[src/rtl/bts_pkg.sv]
package bts_pkg;

    typedef enum logic [1:0] {
        ST_OFF   = 2'd0,
        ST_RECOV = 2'd1,
        ST_IDLE  = 2'd2,
        ST_TEST  = 2'd3
    } sched_state_e;

    typedef enum logic {
        TK_POWERUP  = 1'b0,
        TK_PERIODIC = 1'b1
    } test_kind_e;

    typedef struct packed {
        logic       sample;
        logic       commit;
        test_kind_e kind;
    } test_ctl_t;

    function automatic int unsigned cnt_width(input int unsigned n);
        return (n > 1) ? $clog2(n) : 1;
    endfunction

    // Outcome of a finished test: a trip always sets the warning; only a
    // clean power-up test clears it; a clean periodic test leaves it.
    function automatic logic resolve_warn(input logic tripped,
                                          input test_kind_e kind,
                                          input logic cur);
        if (tripped)
            return 1'b1;
        if (kind == TK_POWERUP)
            return 1'b0;
        return cur;
    endfunction

endpackage

[src/rtl/bts_cycle_timer.sv]
module bts_cycle_timer #(
    parameter int unsigned LEN = 4
) (
    input  logic clk,
    input  logic rst,
    input  logic run,
    output logic done
);
    localparam int unsigned W = bts_pkg::cnt_width(LEN);
    localparam logic [W-1:0] LAST = W'(LEN - 1);

    logic [W-1:0] cnt_q;

    always_ff @(posedge clk) begin
        if (rst || !run)
            cnt_q <= '0;
        else if (cnt_q == LAST)
            cnt_q <= '0;
        else
            cnt_q <= cnt_q + 1'b1;
    end

    assign done = run && (cnt_q == LAST);

    // Count restarts from zero whenever the timer is idle.
    assert_idle_clears_R8: assert property (@(posedge clk) disable iff (rst)
        !run |=> (cnt_q == '0));

    // The count never passes its last value.
    assert_cnt_bound_R3: assert property (@(posedge clk) disable iff (rst)
        (cnt_q == LAST) |=> (cnt_q == '0));
endmodule

[src/rtl/bts_warn_latch.sv]
module bts_warn_latch
    import bts_pkg::*;
(
    input  logic      clk,
    input  logic      rst,
    input  test_ctl_t ctl,
    input  logic      bat_low,
    output logic      warn
);
    logic hit_q;
    logic warn_q;
    logic tripped;

    assign tripped = hit_q | bat_low;

    always_ff @(posedge clk) begin
        if (rst || !ctl.sample)
            hit_q <= 1'b0;
        else
            hit_q <= tripped;
    end

    always_ff @(posedge clk) begin
        if (rst)
            warn_q <= 1'b0;
        else if (ctl.commit)
            warn_q <= resolve_warn(tripped, ctl.kind, warn_q);
    end

    assign warn = warn_q;

    // A low reading in the final window cycle still trips.
    assert_last_sample_trips_R5: assert property (@(posedge clk) disable iff (rst)
        (ctl.commit && bat_low) |=> warn_q);

    // A clean periodic test leaves the warning alone.
    assert_periodic_sticky_R6: assert property (@(posedge clk) disable iff (rst)
        (ctl.commit && ctl.kind == TK_PERIODIC && warn_q) |=> warn_q);

    // A clean power-up test releases the warning.
    assert_powerup_clears_R7: assert property (@(posedge clk) disable iff (rst)
        (ctl.commit && ctl.kind == TK_POWERUP && !tripped) |=> !warn_q);
endmodule

[src/rtl/batt_test_sched.sv]
module batt_test_sched
    import bts_pkg::*;
#(
    parameter int unsigned INTERVAL_CYC = 32'd2_831_155_200,
    parameter int unsigned TEST_CYC     = 32768
) (
    input  logic clk,
    input  logic rst,
    input  logic pwr_ok,
    input  logic rec_done,
    input  logic bat_low,
    output logic load_en,
    output logic warn_pull_low
);
    sched_state_e st_q, st_d;
    test_kind_e   kind_q, kind_d;
    logic         win_done, ivl_done;
    test_ctl_t    ctl;
    logic         warn;

    bts_cycle_timer #(.LEN(TEST_CYC)) u_win (
        .clk (clk),
        .rst (rst),
        .run (st_q == ST_TEST),
        .done(win_done)
    );

    bts_cycle_timer #(.LEN(INTERVAL_CYC)) u_ivl (
        .clk (clk),
        .rst (rst),
        .run (st_q == ST_IDLE),
        .done(ivl_done)
    );

    always_comb begin
        st_d   = st_q;
        kind_d = kind_q;
        if (!pwr_ok) begin
            st_d = ST_OFF;
        end else begin
            unique case (st_q)
                ST_OFF:   st_d = ST_RECOV;
                ST_RECOV: if (rec_done) begin
                              st_d   = ST_TEST;
                              kind_d = TK_POWERUP;
                          end
                ST_TEST:  if (win_done) st_d = ST_IDLE;
                ST_IDLE:  if (ivl_done) begin
                              st_d   = ST_TEST;
                              kind_d = TK_PERIODIC;
                          end
                default:  st_d = ST_OFF;
            endcase
        end
    end

    always_ff @(posedge clk) begin
        if (rst) begin
            st_q   <= ST_OFF;
            kind_q <= TK_POWERUP;
        end else begin
            st_q   <= st_d;
            kind_q <= kind_d;
        end
    end

    assign ctl.sample = (st_q == ST_TEST) && pwr_ok;
    assign ctl.commit = ctl.sample && win_done;
    assign ctl.kind   = kind_q;

    bts_warn_latch u_warn (
        .clk    (clk),
        .rst    (rst),
        .ctl    (ctl),
        .bat_low(bat_low),
        .warn   (warn)
    );

    assign load_en       = (st_q == ST_TEST);
    assign warn_pull_low = warn;

    // Load drops one edge after power is lost.
    assert_no_load_unpowered_R8: assert property (@(posedge clk) disable iff (rst)
        !pwr_ok |=> !load_en);

    // An aborted test leaves the warning untouched.
    assert_abort_keeps_warn_R8: assert property (@(posedge clk) disable iff (rst)
        (load_en && !pwr_ok) |=> $stable(warn_pull_low));

    // Outside a window the comparator cannot move the warning.
    assert_idle_ignores_flag_R9: assert property (@(posedge clk) disable iff (rst)
        !load_en |=> $stable(warn_pull_low));

    // No test starts before recovery is reported.
    assert_wait_recovery_R2: assert property (@(posedge clk) disable iff (rst)
        (st_q == ST_RECOV && !rec_done) |=> !load_en);
endmodule

[config.mk]
export PLATFORM = sky130hd
export DESIGN_NAME = batt_test_sched
export DESIGN_NICKNAME = d
export VERILOG_FILES = /design/src/rtl/bts_pkg.sv /design/src/rtl/bts_cycle_timer.sv /design/src/rtl/bts_warn_latch.sv /design/src/rtl/batt_test_sched.sv
export SDC_FILE = /design/constraint.sdc
export NUM_CORES = 1
export LEC_CHECK = 0
export ABC_AREA = 1
export BUFFER_PORTS_ARGS = -buffer_cell sky130_fd_sc_hd__buf_2
export CORE_MARGIN = 2
export CORE_UTILIZATION = 56
export DETAILED_ROUTE_END_ITERATION = 10
export GPL_TIMING_DRIVEN = 0
export PLACE_DENSITY = 0.77
export SKIP_CTS_REPAIR_TIMING = 1
export SYNTH_ARGS = -nofsm -noshare
export SYNTH_HDL_FRONTEND = slang
export SYNTH_SLANG_ARGS = --single-unit
[constraint.sdc]
create_clock -name clk -period 1.31 [get_ports clk]
set_input_delay 0.262 -clock clk [delete_from_list [all_inputs] [get_ports clk]]
set_output_delay 0.262 -clock clk [all_outputs]
set_load 0.03 [all_outputs]
==> results of run 1 <==
-- logic make-up (layout without fill, tap and decap cells) --
| logic type | count (synthesis) | count (layout) |
|---|---|---|
| buffers and inverters | 49 | 83 |
| adder cells (fa/ha/maj) | 2 | 2 |
| XOR/XNOR | 22 | 22 |
| flip-flops | 52 | 52 |
| AO/OA/AOI/OAI | 24 | 24 |
| AND/OR/NAND/NOR | 254 | 254 |
-- worst register-to-register path: cells and delay by family (launching register included) --
kind | cells | cell delay, ps
adders and majority gates | 1 | 150
DFF | 1 | 400
buffers and inverters | 1 | 190
and+or+nand+nor | 7 | 700
-- path summary, 6_finish.rpt --
path | startpoint | to | slack [ps] | cells past startpoint
worst min-delay path | rst | kind_q$_SDFFE_PP0P_ | 150 | 2
worst min register to register | u_win.cnt_q[0]$_SDFF_PP0_ | u_win.cnt_q[0]$_SDFF_PP0_ | 450 | 1
worst max-delay path | u_ivl.cnt_q[0]$_SDFF_PP0_ | u_ivl.cnt_q[15]$_SDFF_PP0_ | -230 | 9
worst max register to register | u_ivl.cnt_q[0]$_SDFF_PP0_ | u_ivl.cnt_q[15]$_SDFF_PP0_ | -230 | 9
-- cell usage in the layout, fill, tap and decap left out, drive strengths merged --
cell type | Yosys | final
nand3b | 6 | 6
nand4 | 4 | 4
o21ai | 3 | 3
nor2 | 94 | 94
o21bai | 1 | 1
xor2 | 13 | 13
clkbuf | 0 | 6
inv | 45 | 46
xnor2 | 9 | 9
clkinvlp | 0 | 1
a21oi | 20 | 20
or2 | 1 | 1
nand3 | 20 | 20
and3 | 1 | 1
nand2 | 118 | 118
nor3 | 8 | 8
ha | 2 | 2
buf | 4 | 29
and2 | 1 | 1
dfxtp | 52 | 52
nor4 | 1 | 1
clkinv | 0 | 1
-- flip-flops by register name, indices dropped and copies added (netlist names) --
name,flops
u_ivl.cnt_q,32
u_win.cnt_q,15
st_q,2
kind_q,1
u_warn.hit_q,1
u_warn.warn,1
-- layer usage --
layer	GRT usage [%]	routed length, um
met2	38.4	3150
met3	4.61	196
met1	26.0	2820
met4	8.33	189
met5	0	0
-- stage by stage --
step	util, %	area (um^2)	setup TNS, ps	instances
6_report	71.5	3400	-8170	504
3_3_place_gp	62.2	2960	-8710	476
3_5_place_dp	62.2	2960	-9290	476
4_1_cts	64.2	3050	-10430	484
2_1_floorplan	-	2840	-602	403
5_1_grt	71.5	3400	-10570	504
-- area by class of cell --
type | count | share of cell area (%)
Inverter | 45 | 4.97
Tap cell | 67 | 2.47
Sequential cell | 52 | 31.5
Buffer | 4 | 1.69
Timing Repair Buffer | 26 | 6.33
Clock buffer | 5 | 2.03
Clock inverter | 3 | 0.810
Multi-Input combinational cell | 302 | 50.2
-- where the power goes --
group / total, mW / internal (mW) / switching (mW) / leakage (nW)
Sequential: 1.58 / 1.57 / 0.00469 / 0.427
Clock: 0.963 / 0.393 / 0.569 / 0.0463
Combinational: 0.0392 / 0.0166 / 0.0226 / 0.653
==> metrics, run 1 <==
outcome finished with violations; failing checks setup timing; crit path capture type register; CP peak stage delay 400 ps; post-synthesis mux area share 0%; main combinational cell family by area after synthesis simple AND/OR/NAND/NOR gates; Final setup viols 49; share of flip-flops with an asynchronous set or reset 0%; post-synthesis compound-gate area fraction 5.80%; worst-margin pin slew 282 ps; nets@finish about 440; Synth Cell Area 2760 um^2; Core Box Area around 4800 um^2; Tot GR Track Use 21.8%; IO Port Bufs 6; multi-input logic area 1710 um^2; Num CTS Buffers 5; share of cells above drive strength 1 29.3%; via-per-instance ratio 5.16; GP Congestion 0.970; CTS tree built; first-pass GRT wire length ~9300 um; ANT nets after route 0; Startpoint Class register; Design Power between 2 and 3 mW; maximum operating frequency 0.647 GHz; leading post-synthesis cells by cell area dfxtp_1 (38%), nand2_1 (15%), nor2_1 (11%); num rows 25; Syn Nets 410; CP Class reg2reg; Mapped Cells 403; Post-synth top cells nand2_1 (113), nor2_1 (81), dfxtp_1 (52); setup slack after layout -234 ps; power per cell area 759 nW/um^2; Synth Register Bits 52; share of the synthesized area in the top cell type 37.7%; Routed wire per std cell 12.6 um; Storage cell area about 1100 um^2; Final Hold Viols 0; Worst EP required 1520 ps; via count of the first global-routing pass 2186; worst min-delay path class in2reg; Seq/Total Area, Yosys 37.7%; synth-to-layout area growth 23.1%; clk buf depth 2; Initial DRC Count 164; post-detail-place hpwl between 4000 and 5000 um; Final Max Tran Viols 0; Clk Latency, worst-skew pair 310 ps; IO Pins 7; syn_area_per_cell 6.85 um^2; Post-Synth XOR/XNOR Area 6.98%; Routed WL 6350 um; initial antenna violation count 0; FILL cells between 300 and 400; clk sinks 52; Initial Util 58.1%; VDD IR max 0.757 mV; Tcrit/Tclk final 118%; GRT overflow 0; final hold slack 154 ps; TritonRoute pass-1 iters 5; CTS H-tree depth 2; Clock Pin Slew Worst Setup and Hold Paths roughly 110 ps; root buf cell clkbuf_8; post-synthesis simple-gate area fraction 40.9%; DRC errors left 0; largest net degree at the start of global routing 19; Synth Warn # 0; post-synthesis adder-cell area fraction 0.906%; via count 2603; post-layout min period 1540 ps; clk_skew approximately 11 ps; dominant synthesized flop cell dfxtp_1; unrepaired setup endpoints after global routing true; cell with the most instances after synthesis nand2_1; LEAKAGE 1.13 nW; die area 5510 um^2; delay-heaviest family, CP simple AND/OR/NAND/NOR gates; CP Max Fanout 7; Slew Limit Headroom 81.2%; critical-path cell list ha_4 > nand2_4 > nor2_4 > nand2_2 > nor2_4 > nand2_2 > nand3_4 > clkbuf_16 > nor2_2; slowest CP cell dfxtp_4; dpl ws -247 ps; synth unique cells 27; max_cap viols 0; Die Span Y between 70 and 80 um; Yosys top cell by area dfxtp_1; Post-synth EDFFs 0; Die Width ~74 um; Crit path buffers/inverters 1; CP Data Arrival Time 1750 ps; diode count 0
Note: power is estimated with default switching activity, not from simulation.
==> run 2: changes to the inputs <==
--- a/config.mk
+++ b/config.mk
@@ -11,6 +11,7 @@
 export CORE_UTILIZATION = 56
 export DETAILED_ROUTE_END_ITERATION = 10
 export GPL_TIMING_DRIVEN = 0
+export MAX_ROUTING_LAYER = met4
 export PLACE_DENSITY = 0.77
 export SKIP_CTS_REPAIR_TIMING = 1
 export SYNTH_ARGS = -nofsm -noshare
==> run 2 against run 1 <==
  * The flow still finishes with violations (setup timing)
  * Cell count shrank 0.79%
  * Via count decreased by 1.7%
  * Core utilization down 1.3 points
  * Critical path type unchanged
  * Highest routed layer unchanged
==> metrics, run 2 (synthesis gave the netlist of run 1 again) <==
outcome finished with violations; failing checks setup timing; largest net degree at the start of global routing 19; Most flops, register u_ivl.cnt_q; biggest regs u_ivl.cnt_q (32), u_win.cnt_q (15), st_q (2); Die Width between 70 and 80 um; Slew Limit Headroom 80.7%; post-detail-place hpwl 4330 um; placed cell areas approximately 3000 um^2; HP Start rst; Clock Pin Slew Worst Setup and Hold Paths ~110 ps; first-pass GRT wire length around 9300 um; CTS tree built; TritonRoute pass-1 iters 4; setup TNS -7750 ps; GP Congestion around 0.99; max reg flops 32; GR Layer Usage met3 ~4.6%; Worst EP required 1510 ps; FF-to-FF path depth 9; synth-to-layout area growth 20.8%; Initial DRC Count just over 200; internal power 1.98 mW; Sw Share 23.2%; num rows 25; CP Max Fanout 10; CP Class reg2reg; most frequent cells in the layout nand2_1 (108), nor2_1 (64), inv_1 (41); CP peak stage delay 400 ps; Seq pwr share 61.1%; Final setup viols 49; ANT nets after route 0; Layout Cell Area excl Fill 3340 um^2; diode count 0; Core Box Area 4750 um^2; Routed WL 6340 um; die area 5510 um^2; RR Startpoint u_ivl.cnt_q[0]$_SDFF_PP0_; worst-margin pin slew 289 ps; Net Sw Power 0.599 mW; IO Pins 7; Startpoint Class register; root buf cell clkbuf_8; reg2reg end u_ivl.cnt_q[16]$_SDFF_PP0_; Num CTS Buffers 5; worst min-delay path class in2reg; clk_skew ~11 ps; Tcrit/Tclk final 118%; Initial Util 58.1%; critical-path cell list ha_4 > nand2_4 > nor2_4 > nand2_2 > nor2_4 > nand2_2 > nand3_4 > buf_8 > nor2_1; Clk network pwr share 37.4%; Tot GR Track Use 22.5%; VDD IR max roughly 0.70 mV; via count of the first global-routing pass 2185; via count 2559; share of cells above drive strength 1 between 20% and 30%; CTS H-tree depth 2; Final Max Tran Viols 0; slowest CP cell dfxtp_4; most common cell after layout, fill and taps aside nand2_1; LEAKAGE ~1.1 nW; Routed wire per std cell 12.7 um; CP Data Arrival Time 1740 ps; clk sinks 52; Final Hold Viols 0; max_cap viols 0; met2 Resource Use GR 38.4%; hold worst-path end kind_q$_SDFFE_PP0P_; setup slack after layout -231 ps; maximum operating frequency 0.649 GHz; GR met1 Demand/Resource 26.1%; FILL cells 398; Die Span Y 74.2 um; DRC errors left 0; GRT overflow 0; post-layout min period around 1500 ps; IO Port Bufs 6; flop2flop setup slack -230 ps; Clk Latency, worst-skew pair 310 ps; via-per-instance ratio between 5 and 6; Comb pwr share under 10%; clk buf depth 2; unrepaired setup endpoints after global routing true; WHS Path Cells 2; final hold slack 147 ps; crit path capture type register; final core utilization 70.2%; initial antenna violation count 0; nets@finish about 440; GRT Max-Usage Layer met2; power per cell area 774 nW/um^2
-- run 2: cell count changes in the layout (fill, tap and decap cells not counted), sizes merged --
cell | previous run | this run
buf | 29 | 25
-- run 2: worst max-delay path, delay by kind of cell, from the launching register on --
family	cells	cell delay [ps]
DFF	1	400
buffers and inverters	1	180
adders and majority gates	1	150
and+or+nand+nor	7	710
-- run 2: worst max-delay path by stage --
stage | depth (start not counted) | startpoint | to | slack, ps
global placement | 8 | u_ivl.cnt_q[15]$_SDFF_PP0_ | u_ivl.cnt_q[18]$_SDFF_PP0_ | -240
finish | 9 | u_ivl.cnt_q[0]$_SDFF_PP0_ | u_ivl.cnt_q[16]$_SDFF_PP0_ | -230
global route | 8 | u_ivl.cnt_q[16]$_SDFF_PP0_ | u_ivl.cnt_q[17]$_SDFF_PP0_ | -280
floorplan | 9 | u_ivl.cnt_q[1]$_SDFF_PP0_ | u_ivl.cnt_q[9]$_SDFF_PP0_ | -30
detailed placement | 9 | u_ivl.cnt_q[1]$_SDFF_PP0_ | u_ivl.cnt_q[16]$_SDFF_PP0_ | -250
CTS | 8 | u_ivl.cnt_q[15]$_SDFF_PP0_ | u_ivl.cnt_q[16]$_SDFF_PP0_ | -280
-- run 2: layer usage --
layer,share of wire [%],wire length [um],vias up
li1,-,-,1307
met1,42,2690,1174
met2,51,3260,64
met3,3.9,250,14
met4,2.2,138,0
met5,0,0,-
-- run 2: final cells by class --
type	count	area (um^2)	share of cell area [%]
multi-input combinational	302	1670	50.1
clock inverter	3	27.5	0.825
timing repair buffer	22	185	5.55
inverter	45	169	5.06
tap	67	83.8	2.51
clock buffer	5	68.8	2.06
sequential	52	1070	32.1
buffer	4	57.6	1.73
-- run 2: power groups by stage --
stage                     Clock [mW]  Combinational, mW  Sequential [mW]
final                          0.965             0.0388             1.58
after global routing            1.06             0.0422             1.58
after CTS                      0.989             0.0312             1.59
after detailed placement           0             0.0311             1.62
after global placement             0             0.0309             1.62
after floorplan                    0             0.0189             1.62
-- run 2: per-stage QoR --
step / instances / setup slack [ps] / total power, mW
after floorplan: 403 / -29.8 / 1.64
after global placement: 476 / -236 / 1.65
after CTS: 484 / -276 / 2.61
after global routing: 500 / -278 / 2.68
after detailed placement: 476 / -247 / 1.65
final: 500 / -231 / 2.58
